$ cat src/rtl/dslot_pkg.sv
package dslot_pkg;

    // Occupancy state of the slot; extended as a struct so that the
    // next-state process can grow without touching the register process.
    typedef struct packed {
        logic full;
    } ctrl_state_t;

    localparam ctrl_state_t CTRL_RESET = '{full: 1'b0};

endpackage

$ cat src/rtl/dslot_ctrl.sv
module dslot_ctrl
    import dslot_pkg::*;
(
    input  logic clk,
    input  logic rst_n,
    input  logic enq_valid,
    input  logic deq,
    input  logic clr,
    output logic full,
    output logic live,
    output logic enq_ready,
    output logic load_en
);

    ctrl_state_t state_d, state_q;
    logic        deq_eff;
    logic        enq_fire;

    always_comb begin
        state_d   = state_q;
        // head access and dequeue come first in the cycle
        deq_eff   = deq & state_q.full;
        live      = state_q.full & ~deq_eff;
        // search and enqueue see the slot after dequeue
        enq_ready = ~live;
        enq_fire  = enq_valid & enq_ready;
        // clear is applied last and overrides enqueue
        load_en   = enq_fire & ~clr;
        if (clr) begin
            state_d.full = 1'b0;
        end else if (enq_fire) begin
            state_d.full = 1'b1;
        end else begin
            state_d.full = live;
        end
    end

    always_ff @(posedge clk) begin
        if (!rst_n) begin
            state_q <= CTRL_RESET;
        end else begin
            state_q <= state_d;
        end
    end

    assign full = state_q.full;

    assert_deq_when_full_R6: assert property (@(posedge clk) disable iff (!rst_n)
        deq |-> state_q.full);

    assert_clear_wins_R11: assert property (@(posedge clk) disable iff (!rst_n)
        clr |=> !state_q.full);

    assert_fill_R2: assert property (@(posedge clk) disable iff (!rst_n)
        (enq_valid && enq_ready && !clr) |=> state_q.full);

    assert_drain_R6: assert property (@(posedge clk) disable iff (!rst_n)
        (deq && !enq_valid) |=> !state_q.full);

endmodule

$ cat src/rtl/dslot_store.sv
module dslot_store #(
    parameter int PAYLOAD_W = 16,
    parameter int IDX_W     = 5
) (
    input  logic                 clk,
    input  logic                 rst_n,
    input  logic                 load_en,
    input  logic [PAYLOAD_W-1:0] in_payload,
    input  logic                 in_dst_vld,
    input  logic [IDX_W-1:0]     in_dst_idx,
    output logic [PAYLOAD_W-1:0] out_payload,
    output logic                 out_dst_vld,
    output logic [IDX_W-1:0]     out_dst_idx
);

    typedef struct packed {
        logic [PAYLOAD_W-1:0] payload;
        logic                 dst_vld;
        logic [IDX_W-1:0]     dst_idx;
    } entry_t;

    entry_t entry_d, entry_q;

    always_comb begin
        entry_d = entry_q;
        if (load_en) begin
            entry_d.payload = in_payload;
            entry_d.dst_vld = in_dst_vld;
            entry_d.dst_idx = in_dst_idx;
        end
    end

    // contents are meaningless while empty, so no reset is needed
    always_ff @(posedge clk) begin
        entry_q <= entry_d;
    end

    assign out_payload = entry_q.payload;
    assign out_dst_vld = entry_q.dst_vld;
    assign out_dst_idx = entry_q.dst_idx;

    assert_hold_R3: assert property (@(posedge clk) disable iff (!rst_n)
        !load_en |=> $stable(entry_q));

endmodule

$ cat src/rtl/dslot_search.sv
module dslot_search #(
    parameter int IDX_W = 5
) (
    input  logic             live,
    input  logic             dst_vld,
    input  logic [IDX_W-1:0] dst_idx,
    input  logic [IDX_W-1:0] query,
    output logic             hit
);

    logic [IDX_W-1:0] bit_eq;

    for (genvar b = 0; b < IDX_W; b++) begin : g_cmp
        assign bit_eq[b] = ~(dst_idx[b] ^ query[b]);
    end

    always_comb begin
        hit = live & dst_vld & (&bit_eq);
    end

endmodule

$ cat src/rtl/dslot_top.sv
module dslot_top #(
    parameter int PAYLOAD_W = 16,
    parameter int IDX_W     = 5
) (
    input  logic                 clk,
    input  logic                 rst_n,
    input  logic                 enq_valid,
    output logic                 enq_ready,
    input  logic [PAYLOAD_W-1:0] enq_payload,
    input  logic                 enq_dst_vld,
    input  logic [IDX_W-1:0]     enq_dst_idx,
    input  logic                 deq,
    input  logic                 clr,
    output logic                 head_valid,
    output logic [PAYLOAD_W-1:0] head_payload,
    output logic                 head_dst_vld,
    output logic [IDX_W-1:0]     head_dst_idx,
    input  logic [IDX_W-1:0]     find_idx,
    output logic                 find_hit
);

    logic live;
    logic load_en;

    dslot_ctrl u_ctrl (
        .clk       (clk),
        .rst_n     (rst_n),
        .enq_valid (enq_valid),
        .deq       (deq),
        .clr       (clr),
        .full      (head_valid),
        .live      (live),
        .enq_ready (enq_ready),
        .load_en   (load_en)
    );

    dslot_store #(.PAYLOAD_W(PAYLOAD_W), .IDX_W(IDX_W)) u_store (
        .clk         (clk),
        .rst_n       (rst_n),
        .load_en     (load_en),
        .in_payload  (enq_payload),
        .in_dst_vld  (enq_dst_vld),
        .in_dst_idx  (enq_dst_idx),
        .out_payload (head_payload),
        .out_dst_vld (head_dst_vld),
        .out_dst_idx (head_dst_idx)
    );

    dslot_search #(.IDX_W(IDX_W)) u_search (
        .live    (live),
        .dst_vld (head_dst_vld),
        .dst_idx (head_dst_idx),
        .query   (find_idx),
        .hit     (find_hit)
    );

    assert_no_overflow_R3: assert property (@(posedge clk) disable iff (!rst_n)
        (head_valid && !deq) |-> !enq_ready);

    assert_find_pending_R8: assert property (@(posedge clk) disable iff (!rst_n)
        find_hit |-> (head_valid && !deq && head_dst_vld));

    assert_transfer_R5: assert property (@(posedge clk) disable iff (!rst_n)
        (head_valid && deq && enq_valid && !clr) |=> (head_valid && head_payload == $past(enq_payload)));

endmodule

$ cat config.mk
export PLATFORM = sky130hd
export DESIGN_NAME = dslot_top
export DESIGN_NICKNAME = d
export VERILOG_FILES = /design/src/rtl/dslot_pkg.sv /design/src/rtl/dslot_ctrl.sv /design/src/rtl/dslot_store.sv /design/src/rtl/dslot_search.sv /design/src/rtl/dslot_top.sv
export SDC_FILE = /design/constraint.sdc
export NUM_CORES = 1
export LEC_CHECK = 0
export ABC_CLOCK_PERIOD_IN_PS = 2800
export BUFFER_PORTS_ARGS = -buffer_cell sky130_fd_sc_hd__buf_2
export CAP_MARGIN = 30
export CELL_PAD_IN_SITES_DETAIL_PLACEMENT = 1
export CELL_PAD_IN_SITES_GLOBAL_PLACEMENT = 1
export CORE_MARGIN = 3
export CORE_UTILIZATION = 27
export CTS_BUF_LIST = sky130_fd_sc_hd__clkbuf_16
export DETAILED_ROUTE_END_ITERATION = 12
export PLACE_DENSITY = 0.76
export SLEW_MARGIN = 20
export SYNTH_ARGS = -nofsm -noshare
export SYNTH_HDL_FRONTEND = slang
export SYNTH_SLANG_ARGS = --single-unit
export TNS_END_PERCENT = 50
$ cat constraint.sdc
create_clock -name clk -period 2.8 [get_ports clk]
set_input_delay 0.56 -clock clk [delete_from_list [all_inputs] [get_ports clk]]
set_output_delay 0.56 -clock clk [all_outputs]
set_load 0.03 [all_outputs]
Word-level counts from Yosys, hierarchy flattened --
Cells that the tools add are included.
Storage, ports and cells: register bits 23, bits in latches 0, RAM bits 0, ROM bits 0, bits of input ports 32, output and inout port bits 25, logic and storage cells 27, memories 0
Operators by class: add/subtract/negate cells 0, $mul 0, divide/modulo/power cells 0, $lt $le $gt $ge 0, eq/ne operators 0, shift operators 0, muxes and demuxes 1, bitwise gates (word level) 20, reductions and logical operators 2
Operator list (number):
- NOT 1 bit | 9
- AND 1 bit | 6
- AND reduction 5 bit | 1
- bitwise XOR 1 bit | 5
- OR reduction 2 bit | 1
- two-way mux 1 bit | 1

Logic depth before layout (Yosys ltp) --
word-level depth 6, depth in mapped cells 3, gate-level depth less buffers 3

Cells and area by module --
From an unflattened synthesis, not the netlist that was laid out.
Unflattened totals: cell total of the unflattened synthesis 36, area total of the unflattened synthesis 778.2 um^2
By module, submodules not included:
- dslot_store | times used 1, cells an instance 22, area each 660.6 um^2, seq. area each 660.6 um^2
- dslot_ctrl | times used 1, cells an instance 6, area each 58.8 um^2, seq. area each 20.0 um^2
- dslot_search | times used 1, cells an instance 8, area each 58.8 um^2, seq. area each 0.0 um^2

Worst setup path before layout --
Ideal clock, no wire load.
path kind input to register, from in deq, to reg u_store.entry_q (netlist bit u_store.out_dst_idx[0]), enable pin, library setup time 434 ps, arrival 2268 ps, required time 2366 ps, path slack 99 ps, cell stages on the path 2, path buffers 0, path through nor2b_4 nor3b_1
On the way: cells in the longest elaborated chain, start to end 6
RTL lines:
- from (decl) | RTL line dslot_top.sv:12 | input logic deq,
- AND 1 bit | RTL line dslot_ctrl.sv:22 | deq_eff = deq & state_q.full;
- NOT 1 bit | RTL line dslot_ctrl.sv:23 | live = state_q.full & ~deq_eff;
- AND 1 bit | RTL line dslot_ctrl.sv:23
- NOT 1 bit | RTL line dslot_ctrl.sv:25 | enq_ready = ~live;
- AND 1 bit | RTL line dslot_ctrl.sv:26 | enq_fire = enq_valid & enq_ready;
- AND 1 bit | RTL line dslot_ctrl.sv:28 | load_en = enq_fire & ~clr;
- named net load_en | RTL line dslot_top.sv:23 | logic load_en;
- to (signal assigned) | RTL line dslot_store.sv:35 | entry_q <= entry_d;
- to (decl) | RTL line dslot_store.sv:22 | entry_t entry_d, entry_q;
The timed path passes the listed nets, and every way through them passes these cells. A chain may end at the register's enable or synchronous reset.

Worst setup path after layout --
from in find_idx[3], to out find_hit
On the way: cells in the longest elaborated chain, start to end 4
RTL lines:
- from (decl) | RTL line dslot_top.sv:18 | input logic [IDX_W-1:0] find_idx,
- bitwise XOR 1 bit | RTL line dslot_search.sv:14 | assign bit_eq[b] = ~(dst_idx[b] ^ query[b]);
- NOT 1 bit | RTL line dslot_search.sv:14
- AND reduction 5 bit | RTL line dslot_search.sv:18 | hit = live & dst_vld & (&bit_eq);
- AND 1 bit | RTL line dslot_search.sv:18
- to (decl) | RTL line dslot_top.sv:19 | output logic find_hit
Every way passes these cells.

==> qor.yml <==
outcome: "finished clean"
max_slew_margin_pct: 68.0
critPathTopFamily: "buffers and inverters"
layout_common_cells: "buf_2 (56), edfxtp_1 (22), xnor2_1 (5)"
gp_congestion: 0.610
yosys.area_share.simple_pct: 7.03
wirelength_mm: 1.64
htree_levels: 1
arrival_ns: 1.22
setup-tns-final_ns: 0
end_kind: "output pin"
die_x_um: 59.9
muxShareOfSynthArea_pct: 0
wl_per_cell_um: 12.9
tightest_slew_ns: 0.478
final_common_cell: "buf_2"
min_period_over_period_pct: 63.5
postCtsResizedCells: 0
dieArea_sq_um: 3580
drcViolationCount: 0
clock_path_buffers: 2
vias: 544
multi_input_area_sq_um: 104
synth_cell_types: 11
utilization_pct: 45.7
antenna_cells: 0
dp.cells: 123
stdcell_count: 127
dp_hpwl_mm: 1.37
cp.required_ns: 2.24
fillers: 290
slew_viol_final: 0
power_density_nw_per_um2: 650
core_area_sq_um: 2610
ys_seq_area_share_pct: 86.9
clkTransAtPathRegs_ns: 0.06
max_stage_delay_ns: 0.20
grt_usage_pct: 10.2
path_class: "in2out"
drive_above_1_share_pct: 67.0
crit_path_start_kind: "primary input"
ant_nets: 0
synthXorXnorAreaFrac_pct: 5.59
drtIter0Drc: 18
overflow: 0
crit_fanout: 1
path_cells: "buf_2 -> xnor2_1 -> nand4_1 -> nor2_1 -> buf_2"
clock-root-buffer: "clkbuf_16"
clock_skew_ns: 0.00296
maxCapViolCount: 0
synth_adder_area_share_pct: 0
start_util_pct: 30.0
io_buffers: 56
ys_top_cells_by_area: "edfxtp_1 (84%), xnor2_1 (5.6%), dfxtp_1 (2.6%)"
numCtsBuffers: 3
postCtsSetupBuffers: 0
via_per_inst: 4.28
die_h_um: 59.9
ioPinCount: 57
synth.avg_cell_area_sq_um: 21.8
grt_pass1_wl_mm: 2.64
ys.warnings.count: 0
finish.net_count: 130
finalCriticalPeriod_ns: 1.78
rsz0062_at_grt: "false"
synth_top_cell_by_area: "edfxtp_1"
synth_top_family_by_area: "simple AND/OR/NAND/NOR gates"
synth-seq-cells: 23
path_buf_inv: 2
hold_class: "in2reg"
synth_top_area_share_pct: 84.3
p_leak_nw: 0.507
final_hold_viol_count: 0
first_global_vias: 608
clock-sinks: 23
slowest_stage: "buf_2"
path_common_cell: "buf_2"
synth_fp_nets: 68
cts-hold-fix-buffers: 0
peakVddDrop_v: 0.000474
worstSkewPairLatency_ns: 0.25
max_freq_mhz: 562
synth_compound_area_share_pct: 0
synthCells: 36
antenna_found_initial: 0
syn_area_sq_um: 783
cts_tree: "yes"
first_pass_iters: 4
area_delta_synth_final_pct: 52.4
grt_max_degree: 17
final-seq-area_sq_um: 681
num_rows: 18
setup_violations: 0
## worst register-to-register path, cell delays in order, from the launching register on
cell and delay, ns:
dfxtp_1 0.30, nor2b_4 0.13, nor3b_2 0.42, buf_4 0.33
## path summary, 6_finish.rpt
kind,from,endpoint,slack [ns],depth (start not counted)
max,find_idx[3],find_hit,1.02,5
min,enq_payload[2],u_store.out_payload[2],0.48,1
max reg2reg,u_ctrl.full,u_store.out_payload[6],1.31,3
min reg2reg,u_ctrl.full,u_ctrl.full,0.62,3
## cells by family after synthesis
logic type	count (synthesis)
flops	23
simple gates	7
buf+inv	1
xor+xnor	5
## power by group
group	internal (mW)	switching (mW)	total, mW
clock network	0.191	0.103	0.295
logic	0.0321	0.0499	0.0820
registers	0.395	0.00436	0.399
total	0.618	0.158	0.776
## metrics by stage
stage	power, mW	instance area, sq um	hold slack [ns]	setup slack (ns)
2_1_floorplan	0.450	783	0.630	0.0985
3_3_place_gp	0.488	1110	0.601	1.02
3_5_place_dp	0.489	1110	0.623	1.00
4_1_cts	0.789	1190	0.477	1.01
5_1_grt	0.807	1190	0.478	0.926
6_report	0.776	1190	0.482	1.02
## synth_stat cells
library cell and count:
dfxtp_1 1, edfxtp_1 22, inv_1 1, nand3_1 1
nand4_1 1, nor2_1 1, nor2_2 1, nor2b_4 1
nor3b_1 1, nor3b_2 1, xnor2_1 5
## area by class of cell
class	instances	share of cell area (%)
Sequential cell	23	57.0
Multi-Input combinational cell	12	8.70
Clock buffer	3	6.29
Tap cell	30	3.14
Timing Repair Buffer	57	24.1
Inverter	1	0.314
Clock inverter	1	0.419
## per-layer routing
layer  wire [um]  share of wire [%]  global-route usage, %
met5           0                  0                      0
met4           8               0.49                   3.80
met3         293                 18                   5.83
met2         828                 50                   17.6
met1         513                 31                   10.1
## state kept, by name (all words and copies together) (netlist names)
name                 cells
u_ctrl.full              1
u_store.out_dst_idx      5
u_store.out_dst_vld      1
u_store.out_payload     16
Power figures use the tool's default switching activity.
